### src/rtl/vic_pkg.sv
package vic_pkg;
  parameter int NSRC      = 12;
  parameter int LVL_W     = 3;
  parameter int DATA_W    = 8;
  parameter int ADDR_W    = 5;
  parameter int ABORT_IDX = 2;
  parameter int SWA_IDX   = 10;
  parameter int SWB_IDX   = 11;
  parameter int SPUR_OFS  = 15;
  localparam int REG_GEN  = NSRC;
  localparam int REG_BASE = NSRC + 1;
  localparam int IDX_W    = $clog2(SPUR_OFS + 1);
  // bit positions inside a source register
  localparam int EN_BIT   = LVL_W;
  localparam int SET_BIT  = 5;
  localparam int LIVE_BIT = 6;
  localparam int ACK_BIT  = 7;
  localparam int GEN_BIT  = 4;

  typedef struct packed {
    logic [NSRC-1:0]   srcWr;
    logic              genWr;
    logic              baseWr;
    logic [DATA_W-1:0] wrData;
  } vicStrobe_t;
endpackage

### src/rtl/vic_resolve.sv
module vic_resolve
  import vic_pkg::*;
(
  input  logic [NSRC-1:0]            eligible,
  input  logic [NSRC-1:0][LVL_W-1:0] levels,
  input  logic [LVL_W-1:0]           ackLevel,
  output logic [LVL_W-1:0]           topLevel,
  output logic                       hit,
  output logic [IDX_W-1:0]           hitIdx
);
  // highest level; strict compare keeps the first (lowest) index
  always_comb begin
    topLevel = '0;
    for (int i = 0; i < NSRC; i++) begin
      if (eligible[i] && (levels[i] > topLevel)) topLevel = levels[i];
    end
  end

  // lowest index at the acknowledged level: scan downward, last match wins
  always_comb begin
    hit    = 1'b0;
    hitIdx = '0;
    for (int i = NSRC - 1; i >= 0; i--) begin
      if (eligible[i] && (levels[i] == ackLevel)) begin
        hit    = 1'b1;
        hitIdx = IDX_W'(i);
      end
    end
  end
endmodule

### src/rtl/vic_ctrl.sv
module vic_ctrl
  import vic_pkg::*;
(
  input  logic                        clk,
  input  logic                        rstN,
  input  logic                        regWrEn,
  input  logic [ADDR_W-1:0]           regAddr,
  input  logic [DATA_W-1:0]           regWrData,
  input  logic [NSRC-1:0][DATA_W-1:0] srcView,
  input  logic [DATA_W-1:0]           genView,
  input  logic [DATA_W-1:0]           baseView,
  output logic [DATA_W-1:0]           regRdData,
  output vicStrobe_t                  strb
);
  always_comb begin
    strb        = '0;
    strb.wrData = regWrData;
    for (int i = 0; i < NSRC; i++) begin
      if (regAddr == ADDR_W'(i)) strb.srcWr[i] = regWrEn;
    end
    strb.genWr  = regWrEn && (regAddr == ADDR_W'(REG_GEN));
    strb.baseWr = regWrEn && (regAddr == ADDR_W'(REG_BASE));
  end

  always_comb begin
    regRdData = '0;
    for (int i = 0; i < NSRC; i++) begin
      if (regAddr == ADDR_W'(i)) regRdData = srcView[i];
    end
    if (regAddr == ADDR_W'(REG_GEN))  regRdData = genView;
    if (regAddr == ADDR_W'(REG_BASE)) regRdData = baseView;
  end


  wr_onehot_chk: assert property (@(posedge clk) disable iff (!rstN)
    $onehot0({strb.srcWr, strb.genWr, strb.baseWr}));
endmodule

### src/rtl/vic_dp.sv
module vic_dp
  import vic_pkg::*;
(
  input  logic                        clk,
  input  logic                        rstN,
  input  vicStrobe_t                  strb,
  input  logic [NSRC-1:0]             hwIn,
  input  logic                        abortSw,
  input  logic                        ackValid,
  input  logic [LVL_W-1:0]            ackLevel,
  output logic [LVL_W-1:0]            irqLevel,
  output logic [DATA_W-1:0]           ackVector,
  output logic [NSRC-1:0][DATA_W-1:0] srcView,
  output logic [DATA_W-1:0]           genView,
  output logic [DATA_W-1:0]           baseView
);
  logic [NSRC-1:0]            rawIn, prevIn, hwEdge, ignoredIn;
  logic [NSRC-1:0]            pending, enable, eligible, setEv, clrEv;
  logic [NSRC-1:0][LVL_W-1:0] levels;
  logic                       genEn;
  logic [DATA_W-1:0]          baseReg;
  logic                       hit;
  logic [IDX_W-1:0]           hitIdx;
  logic                       unusedBits;

  always_ff @(posedge clk) begin
    if (!rstN) prevIn <= '0;
    else       prevIn <= rawIn;
  end
  assign hwEdge = rawIn & ~prevIn;

  for (genvar i = 0; i < NSRC; i++) begin : g_src
    localparam bit IS_ABORT = (i == ABORT_IDX);
    localparam bit IS_SW    = (i == SWA_IDX) || (i == SWB_IDX);

    if (IS_ABORT) begin : g_abort
      assign rawIn[i]     = abortSw;
      assign ignoredIn[i] = hwIn[i];
    end else if (IS_SW) begin : g_sw
      assign rawIn[i]     = 1'b0;
      assign ignoredIn[i] = hwIn[i];
    end else begin : g_hw
      assign rawIn[i]     = hwIn[i];
      assign ignoredIn[i] = 1'b0;
    end

    assign clrEv[i] = strb.srcWr[i] && strb.wrData[ACK_BIT];
    if (IS_SW) begin : g_swset
      assign setEv[i] = strb.srcWr[i] && strb.wrData[SET_BIT] && !strb.wrData[ACK_BIT];
    end else begin : g_hwset
      assign setEv[i] = hwEdge[i];
    end

    always_ff @(posedge clk) begin
      if (!rstN) begin
        pending[i] <= 1'b0;
        enable[i]  <= 1'b0;
        levels[i]  <= '0;
      end else begin
        if (setEv[i])      pending[i] <= 1'b1;
        else if (clrEv[i]) pending[i] <= 1'b0;
        if (strb.srcWr[i]) begin
          enable[i] <= strb.wrData[EN_BIT];
          levels[i] <= strb.wrData[LVL_W-1:0];
        end
      end
    end

    assign eligible[i] = pending[i] && enable[i] && (levels[i] != '0) && genEn;

    always_comb begin
      srcView[i]              = '0;
      srcView[i][LVL_W-1:0]   = levels[i];
      srcView[i][EN_BIT]      = enable[i];
      srcView[i][ACK_BIT]     = pending[i];
      srcView[i][LIVE_BIT]    = IS_ABORT ? abortSw : 1'b0;
    end


    edge_latch_chk: assert property (@(posedge clk) disable iff (!rstN)
      hwEdge[i] |=> pending[i]);

    ack_keep_chk: assert property (@(posedge clk) disable iff (!rstN)
      (pending[i] && !clrEv[i]) |=> pending[i]);

    clear_chk: assert property (@(posedge clk) disable iff (!rstN)
      (clrEv[i] && !hwEdge[i]) |=> !pending[i]);
  end

  assign unusedBits = ^{ignoredIn, strb.wrData[LIVE_BIT]};

  always_ff @(posedge clk) begin
    if (!rstN) begin
      genEn   <= 1'b0;
      baseReg <= '0;
    end else begin
      if (strb.genWr)  genEn   <= strb.wrData[GEN_BIT];
      if (strb.baseWr) baseReg <= strb.wrData;
    end
  end

  always_comb begin
    genView          = '0;
    genView[GEN_BIT] = genEn;
  end
  assign baseView = baseReg;

  vic_resolve i_resolve (
    .eligible (eligible),
    .levels   (levels),
    .ackLevel (ackLevel),
    .topLevel (irqLevel),
    .hit      (hit),
    .hitIdx   (hitIdx)
  );

  assign ackVector = !ackValid ? '0 :
                     baseReg + (hit ? DATA_W'(hitIdx) : DATA_W'(SPUR_OFS));


  gate_chk: assert property (@(posedge clk) disable iff (!rstN)
    !genEn |-> (irqLevel == '0));

  level_src_chk: assert property (@(posedge clk) disable iff (!rstN)
    (irqLevel != '0) |-> ((pending & enable) != '0));

  vec_range_chk: assert property (@(posedge clk) disable iff (!rstN)
    (ackValid && (irqLevel != '0) && (ackLevel == irqLevel))
      |-> (DATA_W'(ackVector - baseReg) < DATA_W'(NSRC)));

  spur_chk: assert property (@(posedge clk) disable iff (!rstN)
    (ackValid && (ackLevel == '0)) |-> (ackVector == DATA_W'(baseReg + DATA_W'(SPUR_OFS))));
endmodule

### src/rtl/vic_top.sv
module vic_top
  import vic_pkg::*;
(
  input  logic              clk,
  input  logic              rstN,
  input  logic [NSRC-1:0]   srcIn,
  input  logic              abortSw,
  input  logic              regWrEn,
  input  logic [ADDR_W-1:0] regAddr,
  input  logic [DATA_W-1:0] regWrData,
  output logic [DATA_W-1:0] regRdData,
  input  logic              ackValid,
  input  logic [LVL_W-1:0]  ackLevel,
  output logic [DATA_W-1:0] ackVector,
  output logic [LVL_W-1:0]  irqLevel
);
  vicStrobe_t                  strb;
  logic [NSRC-1:0][DATA_W-1:0] srcView;
  logic [DATA_W-1:0]           genView, baseView;

  vic_ctrl i_ctrl (
    .clk       (clk),
    .rstN      (rstN),
    .regWrEn   (regWrEn),
    .regAddr   (regAddr),
    .regWrData (regWrData),
    .srcView   (srcView),
    .genView   (genView),
    .baseView  (baseView),
    .regRdData (regRdData),
    .strb      (strb)
  );

  vic_dp i_dp (
    .clk       (clk),
    .rstN      (rstN),
    .strb      (strb),
    .hwIn      (srcIn),
    .abortSw   (abortSw),
    .ackValid  (ackValid),
    .ackLevel  (ackLevel),
    .irqLevel  (irqLevel),
    .ackVector (ackVector),
    .srcView   (srcView),
    .genView   (genView),
    .baseView  (baseView)
  );
endmodule

### config.mk
export PLATFORM = sky130hd
export DESIGN_NAME = vic_top
export DESIGN_NICKNAME = d
export VERILOG_FILES = /design/src/rtl/vic_pkg.sv /design/src/rtl/vic_resolve.sv /design/src/rtl/vic_ctrl.sv /design/src/rtl/vic_dp.sv /design/src/rtl/vic_top.sv
export SDC_FILE = /design/constraint.sdc
export NUM_CORES = 1
export LEC_CHECK = 0
export BUFFER_PORTS_ARGS = -buffer_cell sky130_fd_sc_hd__buf_2
export CELL_PAD_IN_SITES_DETAIL_PLACEMENT = 1
export CELL_PAD_IN_SITES_GLOBAL_PLACEMENT = 2
export CORE_MARGIN = 1
export CORE_UTILIZATION = 35
export CTS_CLUSTER_SIZE = 16
export DETAILED_ROUTE_END_ITERATION = 6
export HOLD_SLACK_MARGIN = 0.12
export PLACE_DENSITY_LB_ADDON = 0.3
export SLEW_MARGIN = 20
export SYNTH_ARGS = -nofsm -noshare
export SYNTH_HDL_FRONTEND = slang
export SYNTH_SLANG_ARGS = --single-unit
### constraint.sdc
create_clock -name clk -period 18.9 [get_ports clk]
set_input_delay 0.945 -clock clk [delete_from_list [all_inputs] [get_ports clk]]
set_output_delay 0.945 -clock clk [all_outputs]
set_load 0.01 [all_outputs]
== Word-level counts from Yosys, hierarchy flattened ==
Cells that the tools add are included.

* Bits in registers: 79
* Latch bits: 0
* Word-level logic and storage cells: 271
* Input bits: 33
* Memory bits (read-only): 0
* Memories kept: 0
* Bits in writable memories: 0
* Output and inout port bits: 19

* Add/sub/neg operators: 1
* Shift operators: 0
* Magnitude comparators: 12
* Bitwise logic cells: 2
* Eq/ne operators: 25
* Reductions and logical operators: 104
* Multiply operators: 0
* Mux-type cells: 88
* Divide/modulo/power cells: 0

{| class="wikitable"
|+ Operators by type and width
! cell !! number
|-
| 8-bit two-way mux || 15
|-
| 1-bit logical AND || 78
|-
| 4-bit two-way mux || 13
|-
| 1-bit two-way mux || 48
|-
| 3-bit equality test || 12
|-
| 3-bit two-way mux || 12
|-
| 3-bit nonzero test || 12
|-
| 3-bit greater-than comparator || 11
|-
| 5-bit by 4-bit equality test with 1-bit output, second input constant || 6
|-
| 2-bit nonzero test || 12
|-
| 5-bit by 3-bit equality test with 1-bit output, second input constant || 4
|-
| 10-bit AND || 1
|-
| 5-bit by 2-bit equality test with 1-bit output, second input constant || 2
|-
| 10-bit inverter || 1
|-
| 8-bit adder || 1
|-
| 5-bit by 1-bit equality test with 1-bit output, second input constant || 1
|-
| 5-bit logical NOT || 1
|-
| 3-bit by 1-bit greater-than comparator with 1-bit output, second input constant || 1
|-
| 1-bit logical NOT || 1
|}

== Logic depth before layout (Yosys ltp) ==
Gate-level depths: netlist of run 1.

* Word-level depth: 38
* Gate-level depth with buffers: 73
* Mapped depth without buffers: 73

== By module ==
From an unflattened synthesis of run 1, not the netlist that was laid out.

* Cells, all modules: 924
* Area total of the unflattened synthesis: 7330.8 µm²

{| class="wikitable"
|+ Modules (own cells, without submodules)
! module !! area an instance (µm²) !! seq. area each (µm²) !! cells an instance !! times used
|-
| vic_dp || 3741.1 || 1581.5 || 405 || 1
|-
| vic_resolve || 2053.2 || 0.0 || 297 || 1
|-
| vic_ctrl || 1536.5 || 0.0 || 222 || 1
|}

== Worst setup path before layout of run 1 ==
OpenSTA, ideal clock, no wires.

* Path kind: register to output
* From: register i_dp.genEn
* To: output irqLevel[0]
* Setup slack: 5.437 ns
* Required time: 17.955 ns
* Arrival time: 12.518 ns
* Buffers on the path: 0
* Cell stages (with the launch flop): 72
* Cell sequence: dfxtp_1 > and3_1 > and2_1 > inv_1 > ha_1 > nor2b_4 > o21a_4 > o211ai_1 > o21ai_0 > ha_1 > nor2_1 > a22oi_1 > a21oi_1 > mux2_2 > ha_1 > nor2_1 > nand2_1 > a21oi_1 > [... 36 more ...] > o311ai_1 > a31oi_1 > a211o_1 > o211ai_2 > nand2_1 > ha_1 > nor2b_1 > o21ai_0 > a21oi_2 > nand2_1 > o21a_1 > ha_1 > nor2b_1 > o21a_1 > o211ai_1 > nand2b_1 > nor3_1 > a21oi_2

* Longest elaborated chain between the ends: 36
* Elaborated cells on any way between the ends: 47
* Classes of those cells: order compare (11); mux (12); reduce/logical (24)

{| class="wikitable"
|+ Ends and longest elaborated chain
! item !! RTL line !! source
|-
| from (decl) || vic_dp.sv:20 || <nowiki>logic genEn;</nowiki>
|-
| from (signal assigned) || vic_dp.sv:97 || <nowiki>if (strb.genWr) genEn <= strb.wrData[GEN_BIT];</nowiki>
|-
| 1-bit logical AND || vic_dp.sv:69 || <nowiki>assign eligible[i] = pending[i] && enable[i] && (levels[i] != '0) && genEn;</nowiki>
|-
| 1-bit logical AND || vic_resolve.sv:15 || <nowiki>if (eligible[i] && (levels[i] > topLevel)) topLevel = levels[i];</nowiki>
|-
| 3-bit two-way mux || vic_resolve.sv:15 ||
|-
| 3-bit greater-than comparator || vic_resolve.sv:15 ||
|-
| 1-bit logical AND || vic_resolve.sv:15 ||
|-
| 3-bit two-way mux || vic_resolve.sv:15 ||
|-
| 3-bit greater-than comparator || vic_resolve.sv:15 ||
|-
| 1-bit logical AND || vic_resolve.sv:15 ||
|-
| [... 20 more ...] || n/a ||
|-
| 1-bit logical AND || vic_resolve.sv:15 ||
|-
| 3-bit two-way mux || vic_resolve.sv:15 ||
|-
| 3-bit greater-than comparator || vic_resolve.sv:15 ||
|-
| 1-bit logical AND || vic_resolve.sv:15 ||
|-
| 3-bit two-way mux || vic_resolve.sv:15 ||
|-
| 3-bit greater-than comparator || vic_resolve.sv:15 ||
|-
| 1-bit logical AND || vic_resolve.sv:15 ||
|-
| 3-bit two-way mux (*) || vic_resolve.sv:15 ||
|-
| to (decl) || vic_top.sv:15 || <nowiki>output logic [LVL_W-1:0] irqLevel</nowiki>
|}

Every way passes the cells marked *; elsewhere a longest branch is shown, timed or not.

== Worst setup path after layout of run 1 ==
Ends and elaborated chain as after synthesis.

==> results.sh, run 1 <==
export IMPL_outcome="finished, final reports clean"
export IMPL_synth_area_sq_um=5860
export IMPL_ctsRootBufferMaster="clkbuf_16"
export IMPL_cp_arrival_ns=15.02
export IMPL_skew_ns=0.00202
export IMPL_synth_cell_types=81
export IMPL_grt_overflow_total=0
export IMPL_syn_to_final_growth_pct=11.5
export IMPL_drt_pre_antenna_iters=6
export IMPL_synth_seq_area_share_pct=27.0
export IMPL_synth_top_cell_by_area="dfxtp_1"
export IMPL_viasPerCell=5.74
export IMPL_hpwlAfterDp_mm=14.2
export IMPL_grt_max_degree=80
export IMPL_ctsResizeCount=0
export IMPL_grt_pass1_vias=5972
export IMPL_worstMarginPinSlew_ns=1.06
export IMPL_cts_made_buffers=9
export IMPL_ys_warn_count=0
export IMPL_cp_slowest_stage_delay_ns=0.68
export IMPL_fin_hold_ws_ns=0.486
export IMPL_hold_depth=2
export IMPL_setup_tns_ns=0
export IMPL_wire_per_inst_um=18.5
export IMPL_min_period_over_period_pct=84.5
export IMPL_min_period_ns=15.96
export IMPL_clock_sinks=79
export IMPL_vias=5810
export IMPL_r2r_start="i_dp.genEn"
export IMPL_routed_wl_mm=18.7
export IMPL_fmax_ghz=0.0626
export IMPL_rr_endpoint="i_dp.genEn"
export IMPL_route_antenna_remaining_nets=0
export IMPL_fp_dieW_um=131
export IMPL_place_congestion=0.811
export IMPL_pre_cts_slack_ns=3.33
export IMPL_hp_start="i_dp.srcView[27]"
export IMPL_yosysTopAreaCellShare_pct=27.0
export IMPL_design_core_area_sq_um=16100
export IMPL_grt_usage_pct=22.0
export IMPL_crit_type="flop to output port"
export IMPL_initial_core_util_pct=36.4
export IMPL_p_per_area_nw_per_um2=58.0
export IMPL_layout_commonest_cell="nand2_1"
export IMPL_die_h_um=131
export IMPL_port_buffers=48
export IMPL_syn_area_per_cell_sq_um=7.58
export IMPL_rows=46
export IMPL_worst_slack_ns=2.94
export IMPL_drtIter0Drc=345
export IMPL_worst_ir_drop_vdd_mv=0.0482
export IMPL_layout_nets=846
export IMPL_grt_pass1_wl_mm=30.9
export IMPL_yosys_most_used_dff="dfxtp_1"
export IMPL_critPathCaptureType="output port"
export IMPL_worst_r2r_cell_count=2
export IMPL_cp_max_fo=15
export IMPL_rrSetupSlack_ns=17.90
export IMPL_maxCapViolations=0
export IMPL_hp_class="flop to flop"
export IMPL_cts_setup_buffers=0
export IMPL_syn_nets=829
export IMPL_antenna_found_initial=0
export IMPL_relSlewSlack_pct=29.0
export IMPL_crit_top_cell="ha_1"
export IMPL_setup_viol=0
export IMPL_htreeDepth=3
export IMPL_num_antenna_cells=0
export IMPL_cp_data_required_time_ns=17.95
export IMPL_syn_inst=774
export IMPL_synth_area_leaders="dfxtp_1 27%, nand3_1 8.1%, a21boi_0 7.9%, nand2_1 6.2%, ha_1 4.5%"
export IMPL_power_leakage_nw=2.35
export IMPL_fp_dieArea_sq_um=17300
export IMPL_path_clk_slew_ns=0.06
export IMPL_pin_count=52
export IMPL_min_to="i_dp.srcView[27]"
export IMPL_drive_gt1_share_pct=13.3
export IMPL_final_max_slew_viol_count=0
export IMPL_clockBufferDepth=2
export IMPL_holdBufCountCts=0
export IMPL_worst_setup_path_start_kind="flop"
export IMPL_cp_slowest_cell="dfxtp_1"
export IMPL_clk_latency_ns=0.34
export IMPL_rsz0062_at_grt="false"
export IMPL_tritoncts="yes"
export IMPL_hold_violations=0
export IMPL_drc_errors=0
export IMPL_synth_edf_count=0
export IMPL_final_cell_mix="97 x nand2_1, 95 x nand3_1, 79 x dfxtp_1, 62 x a21boi_0, 47 x buf_2"
export IMPL_synthArstFlopShare_pct=0
export IMPL_ys_seq_elements=79
==> cell type report <==
class | instances | area [sq um]
Fill cell | 2047 | 9580
Multi-Input combinational cell | 615 | 3980
Sequential cell | 79 | 1580
Timing Repair Buffer | 55 | 295
Clock buffer | 14 | 284
Tap cell | 216 | 270
Inverter | 31 | 116
Clock inverter | 2 | 12.5
==> synthesized netlist by cell type (21+ instances only) <==
| library cell | n |
|---|---|
| a21boi_0 | 62 |
| a21oi_1 | 22 |
| and2_1 | 23 |
| clkbuf_1 | 43 |
| dfxtp_1 | 79 |
| ha_1 | 21 |
| inv_1 | 30 |
| nand2_1 | 97 |
| nand3_1 | 95 |
| nor2_1 | 40 |
| o21ai_0 | 21 |
| xnor2_1 | 30 |
==> state kept, by name, summed over array words and instances (netlist names) <==
register       cells
i_dp.genEn         1
i_dp.baseView      8
i_dp.prevIn       10
i_dp.srcView      60
==> cell families after synthesis <==
family,synth area share [%]
AOI/OAI and AO/OA,26.1
xor gates and xnor gates,5.68
adders and majority gates,5.16
buffers and inverters,5.25
DFF,27.0
muxes,1.69
and+or+nand+nor,29.2
==> where the power goes <==
part	total, mW	internal [mW]	switching, mW
registers	0.174	0.170	0.00341
clock network	0.172	0.103	0.0692
logic	0.0332	0.0127	0.0205
total	0.379	0.286	0.0931
==> worst max-delay path by stage <==
stage               start           to  slack [ns]  depth (start not counted)
3_3_place_gp   i_dp.genEn  irqLevel[0]        3.95                         72
2_1_floorplan  i_dp.genEn  irqLevel[0]        5.44                         71
5_1_grt        i_dp.genEn  irqLevel[0]        1.89                         72
3_5_place_dp   i_dp.genEn  irqLevel[0]        3.33                         72
6_report       i_dp.genEn  irqLevel[0]        2.94                         72
4_1_cts        i_dp.genEn  irqLevel[0]        2.92                         72
==> metal layers <==
layer  track usage (%)  wire [um]  vias up  part of all wire (%)
met5                 0          0        -                     0
met4              6.52        318        0                   1.7
li1                  -          -     2797                     -
met1              30.0       8900     2874                    47
met2              36.6       8910      118                    48
met3              1.93        616       21                   3.3
==> metrics by stage <==
step | power, mW | cell area [sq um] | instances | util [%]
2_1_floorplan | 0.198 | 5860 | 774 | -
3_3_place_gp | 0.209 | 6240 | 996 | 38.7
3_5_place_dp | 0.211 | 6240 | 996 | 38.7
4_1_cts | 0.383 | 6540 | 1012 | 40.6
5_1_grt | 0.394 | 6540 | 1012 | 40.6
6_report | 0.379 | 6540 | 1012 | 40.6
==> worst max-delay path: cells and delay by family, from the launching register on <==
kind | cells | cell delay [ns]
DFF | 1 | 0.68
and+or+nand+nor | 26 | 3.88
adders and majority gates | 13 | 3.91
muxes | 3 | 1.02
AOI/OAI and AO/OA | 27 | 4.92
buffers and inverters | 3 | 0.27
Note: power is estimated with default switching activity, not from simulation.
==> inputs of run 2 (changes only) <==
- clock period: 18.9 -> 14.94 ns (I/O delays scaled with it)
==> results.sh, run 2 (same netlist as run 1, synthesis figures left out) <==
export IMPL_port_buffers=48
export IMPL_layout_nets=863
export IMPL_worst_r2r_cell_count=2
export IMPL_drt_met1_wl_mm=8.94
export IMPL_final_cell_mix="96 x nand2_1, 95 x nand3_1, 76 x dfxtp_1, 61 x a21boi_0, 47 x buf_2"
export IMPL_dr_max_layer_used="met4"
export IMPL_pre_cts_slack_ns=-0.107
export IMPL_tritoncts="yes"
export IMPL_viasPerCell=5.72
export IMPL_power_switching_uw=118
export IMPL_drive_gt1_share_pct=18.3
export IMPL_setup_viol=0
export IMPL_grt_usage_pct=22.0
export IMPL_cp_arrival_ns=13.48
export IMPL_power_frac_seq_pct=43.8
export IMPL_power_frac_comb_pct=8.4
export IMPL_pin_count=52
export IMPL_setup_tns_ns=0
export IMPL_route_antenna_remaining_nets=0
export IMPL_rr_endpoint="i_dp.srcView[58]"
export IMPL_wire_per_inst_um=18.5
export IMPL_instances_no_fill=1029
export IMPL_r2r_start="i_dp.srcView[58]"
export IMPL_outcome="finished, final reports clean"
export IMPL_final_area_sq_um=6850
export IMPL_hp_start="i_dp.srcView[51]"
export IMPL_worst_ir_drop_vdd_mv=0.0567
export IMPL_design_core_area_sq_um=16100
export IMPL_drt_pre_antenna_iters=5
export IMPL_fp_dieArea_sq_um=17300
export IMPL_hpwlAfterDp_mm=14.1
export IMPL_place_congestion=0.799
export IMPL_p_clk_share_pct=47.7
export IMPL_relSlewSlack_pct=26.4
export IMPL_fmax_ghz=0.0703
export IMPL_clk_latency_ns=0.34
export IMPL_antenna_found_initial=0
export IMPL_grt_overflow_total=0
export IMPL_critPathCaptureType="output port"
export IMPL_grt_pass1_vias=5946
export IMPL_largest_reg_flops=60
export IMPL_wl_met3_um=675
export IMPL_ctsRootBufferMaster="clkbuf_16"
export IMPL_cp_max_fo=5
export IMPL_final_max_slew_viol_count=0
export IMPL_cp_slowest_stage_delay_ns=0.36
export IMPL_routed_wl_met2_mm=9.11
export IMPL_hold_depth=2
export IMPL_p_per_area_nw_per_um2=73.2
export IMPL_power_leakage_nw=2.47
export IMPL_cts_made_buffers=9
export IMPL_place_area_sq_um=6250
export IMPL_dp_cells=997
export IMPL_htreeDepth=3
export IMPL_p_int_uw=384
export IMPL_cp_slowest_cell="maj3_1"
export IMPL_min_period_over_period_pct=95.2
export IMPL_drtIter0Drc=300
export IMPL_maxCapViolations=0
export IMPL_path_clk_slew_ns=0.06
export IMPL_routed_wl_mm=19.0
export IMPL_syn_to_final_growth_pct=16.8
export IMPL_crit_top_cell="ha_1"
export IMPL_initial_core_util_pct=36.4
export IMPL_clockBufferDepth=2
export IMPL_grt_pass1_wl_mm=30.9
export IMPL_min_period_ns=14.22
export IMPL_grt_max_degree=80
export IMPL_fp_dieW_um=131
export IMPL_worst_slack_ns=0.716
export IMPL_hp_class="flop to flop"
export IMPL_num_antenna_cells=0
export IMPL_holdBufCountCts=0
export IMPL_crit_type="flop to output port"
export IMPL_worstMarginPinSlew_ns=1.10
export IMPL_p_sw_share_pct=23.4
export IMPL_layout_commonest_cell="nand2_1"
export IMPL_min_to="i_dp.srcView[51]"
export IMPL_cp_data_required_time_ns=14.19
export IMPL_worst_setup_path_start_kind="flop"
export IMPL_vias=5889
export IMPL_rrSetupSlack_ns=14.03
export IMPL_drc_errors=0
export IMPL_clock_sinks=79
export IMPL_skew_ns=0.00742
export IMPL_die_h_um=131
export IMPL_hold_violations=0
export IMPL_rows=46
==> run 2: metal layers <==
metal / vias to the layer above / global-route usage, %
li1: 2833 / -
met1: 2925 / 29.7
met2: 116 / 36.9
met3: 15 / 2.43
met4: 0 / 6.27
met5: - / 0
==> run 2: stage by stage <==
stage	utilization (%)	hold WS (ns)	total power, mW
2_1_floorplan	-	0.452	0.251
3_3_place_gp	38.8	0.476	0.264
3_5_place_dp	38.8	0.486	0.266
4_1_cts	41.2	0.496	0.505
5_1_grt	42.5	0.514	0.519
6_report	42.5	0.489	0.501
==> run 2: power by group through the flow <==
stage / Sequential [mW] / Combinational (mW) / Clock, mW
5_1_grt: 0.220 / 0.0465 / 0.252
4_1_cts: 0.219 / 0.0424 / 0.243
3_3_place_gp: 0.224 / 0.0405 / 0
6_report: 0.220 / 0.0423 / 0.239
2_1_floorplan: 0.222 / 0.0285 / 0
3_5_place_dp: 0.224 / 0.0422 / 0
==> run 2: how the worst max path moves through the flow <==
stage / startpoint / end / cells past startpoint
3_5_place_dp: i_dp.srcView[3] / irqLevel[0] / 72
3_3_place_gp: i_dp.srcView[3] / irqLevel[0] / 72
6_report: i_dp.srcView[3] / irqLevel[0] / 74
5_1_grt: i_dp.srcView[3] / irqLevel[0] / 74
2_1_floorplan: i_dp.genEn / irqLevel[0] / 71
4_1_cts: i_dp.srcView[3] / irqLevel[0] / 74
==> run 2: layout make-up <==
cell class              count  area (sq um)
fillers                  2005          9270
multi-input cells         615          4120
flip-flops and latches     79          1590
repair buffers             72           423
clock buffers              14           294
well taps                 216           270
inverters                  31           116
clock inverters             2          35.0
==> run 2: critical path, delay by kind of cell, from the launching register on <==
family / cells / cell delay, ns
AOI/OAI and AO/OA: 28 / 4.20
adders and majority gates: 13 / 3.67
and+or+nand+nor: 26 / 3.54
muxes: 3 / 0.90
buffers and inverters: 4 / 0.43
DFF: 1 / 0.34
==> run 2: timing repair <==
| item | CTS | global route |
|---|---|---|
| endpoints found under the setup margin | 3 | 3 |
| setup buffers | 7 | 9 |
| resized for setup | 2 | 34 |
| cloned | 0 | 0 |
| pin swaps | 3 | 18 |
| hold endpoints to repair | 0 | 0 |
==> inputs of run 3 (changes only) <==
- PLACE_DENSITY_LB_ADDON: 0.3 -> 0.08
- REMOVE_ABC_BUFFERS: not set -> 1
==> results.sh, run 3 (same netlist as run 1, synthesis figures left out) <==
export IMPL_wl_met3_um=640
export IMPL_design_core_area_sq_um=16100
export IMPL_holdBufCountCts=0
export IMPL_grt_pass1_vias=5946
export IMPL_ctsRootBufferMaster="clkbuf_16"
export IMPL_cp_max_fo=6
export IMPL_cp_slowest_cell="maj3_1"
export IMPL_fmax_ghz=0.0712
export IMPL_clock_sinks=79
export IMPL_min_period_ns=14.04
export IMPL_hp_class="flop to flop"
export IMPL_rows=46
export IMPL_drt_met1_wl_mm=9.56
export IMPL_rr_endpoint="i_dp.srcView[25]"
export IMPL_setup_tns_ns=0
export IMPL_grt_usage_pct=22.7
export IMPL_hpwlAfterDp_mm=14.4
export IMPL_worst_setup_path_start_kind="flop"
export IMPL_skew_ns=0.000868
export IMPL_power_leakage_nw=2.43
export IMPL_hold_violations=0
export IMPL_wire_per_inst_um=18.9
export IMPL_min_period_over_period_pct=94.0
export IMPL_rrSetupSlack_ns=14.02
export IMPL_p_per_area_nw_per_um2=69.6
export IMPL_dr_max_layer_used="met4"
export IMPL_worst_ir_drop_vdd_mv=0.0568
export IMPL_tritoncts="yes"
export IMPL_largest_reg_flops=60
export IMPL_crit_end="irqLevel[0]"
export IMPL_r2r_start="i_dp.srcView[25]"
export IMPL_routed_wl_met2_mm=8.93
export IMPL_pin_count=52
export IMPL_cts_made_buffers=9
export IMPL_vias=5801
export IMPL_layout_nets=860
export IMPL_drtIter0Drc=306
export IMPL_htreeDepth=3
export IMPL_worstMarginPinSlew_ns=0.980
export IMPL_drive_gt1_share_pct=17.5
export IMPL_worstSetupStartpoint="i_dp.srcView[3]"
export IMPL_viasPerCell=5.65
export IMPL_cp_data_required_time_ns=14.19
export IMPL_maxCapViolations=0
export IMPL_post_route_util_pct=42.0
export IMPL_final_max_slew_viol_count=0
export IMPL_initial_core_util_pct=36.4
export IMPL_syn_to_final_growth_pct=15.3
export IMPL_final_cell_mix="97 x nand2_1, 95 x nand3_1, 76 x dfxtp_1, 62 x a21boi_0, 48 x buf_2"
export IMPL_critPathCaptureType="output port"
export IMPL_drt_pre_antenna_iters=5
export IMPL_cp_arrival_ns=13.29
export IMPL_crit_type="flop to output port"
export IMPL_relSlewSlack_pct=34.2
export IMPL_place_congestion=0.780
export IMPL_cp_slowest_stage_delay_ns=0.37
export IMPL_worst_r2r_cell_count=2
export IMPL_grt_overflow_total=0
export IMPL_die_h_um=131
export IMPL_outcome="finished, final reports clean"
export IMPL_layout_commonest_cell="nand2_1"
export IMPL_num_antenna_cells=0
export IMPL_clk_latency_ns=0.33
export IMPL_grt_max_degree=80
export IMPL_grt_pass1_wl_mm=31.5
export IMPL_antenna_found_initial=0
export IMPL_setup_viol=0
export IMPL_fp_dieW_um=131
export IMPL_routed_wl_mm=19.4
export IMPL_route_antenna_remaining_nets=0
export IMPL_crit_top_cell="nand2_1"
export IMPL_drc_errors=0
export IMPL_clockBufferDepth=2
export IMPL_p_total_uw=471
export IMPL_path_clk_slew_ns=0.06
export IMPL_port_buffers=48
export IMPL_fp_dieArea_sq_um=17300
==> run 3: changes by cell type in the layout (fill, tap and decap cells not counted), sizes merged <==
cell / delta
buf: -3
clkinvlp: +1
clkbuf: -1
bufinv: -1
clkinv: +1
==> run 3: final cells by class <==
type                    count  area, sq um
flip-flops and latches     79         1590
clock inverters             3         17.5
inverters                  31          116
clock buffers              13          260
fillers                  1995         9350
multi-input cells         615         4110
well taps                 216          270
repair buffers             69          398
==> run 3: how the worst min path moves through the flow <==
| stage | cells after the start | end | start |
|---|---|---|---|
| 5_1_grt | 2 | i_dp.srcView[27] | i_dp.srcView[27] |
| 3_5_place_dp | 2 | i_dp.srcView[27] | i_dp.srcView[27] |
| 4_1_cts | 2 | i_dp.srcView[27] | i_dp.srcView[27] |
| 3_3_place_gp | 2 | i_dp.srcView[35] | i_dp.srcView[35] |
| 6_report | 2 | i_dp.srcView[35] | i_dp.srcView[35] |
| 2_1_floorplan | 2 | i_dp.srcView[27] | i_dp.srcView[27] |
==> run 3: report_power, final <==
part,internal [mW],switching [mW],leakage (nW)
logic,0.0163,0.0267,1.65
clock network,0.121,0.0870,0.136
registers,0.215,0.00415,0.644
total,0.353,0.118,2.43
==> run 3: repair_timing <==
item                                    4_1_cts  5_1_grt
endpoints found under the setup margin        3        3
hold endpoints to repair                      0        0
gates cloned                                  0        0
gates resized for setup                       2       30
buffers inserted                              2       10
pin swaps                                     2       25
==> run 3: critical path, delay by kind of cell, from the launching register on <==
kind | cells | cell delay [ns]
adder cells (fa/ha/maj) | 13 | 3.65
AO/OA/AOI/OAI | 27 | 4.17
buffers and inverters | 4 | 0.48
flip-flops | 1 | 0.35
multiplexers | 3 | 0.92
AND/OR/NAND/NOR | 27 | 3.37
==> run 3: metal layers <==
metal | vias to the layer above | GRT usage [%]
met3 | 17 | 2.16
met1 | 2840 | 32.0
met2 | 115 | 36.8
met4 | 0 | 5.68
li1 | 2829 | -
met5 | - | 0
==> run 3: metrics by stage <==
step           cells  hold slack [ns]  setup WS [ns]  cell area (sq um)
6_report        1026            0.485          0.903               6760
2_1_floorplan    725            0.452           1.51               5670
4_1_cts         1016            0.487         0.0329               6560
3_5_place_dp     998            0.478         0.0120               6260
5_1_grt         1026            0.522        -0.0323               6760
3_3_place_gp     998            0.469          0.445               6260
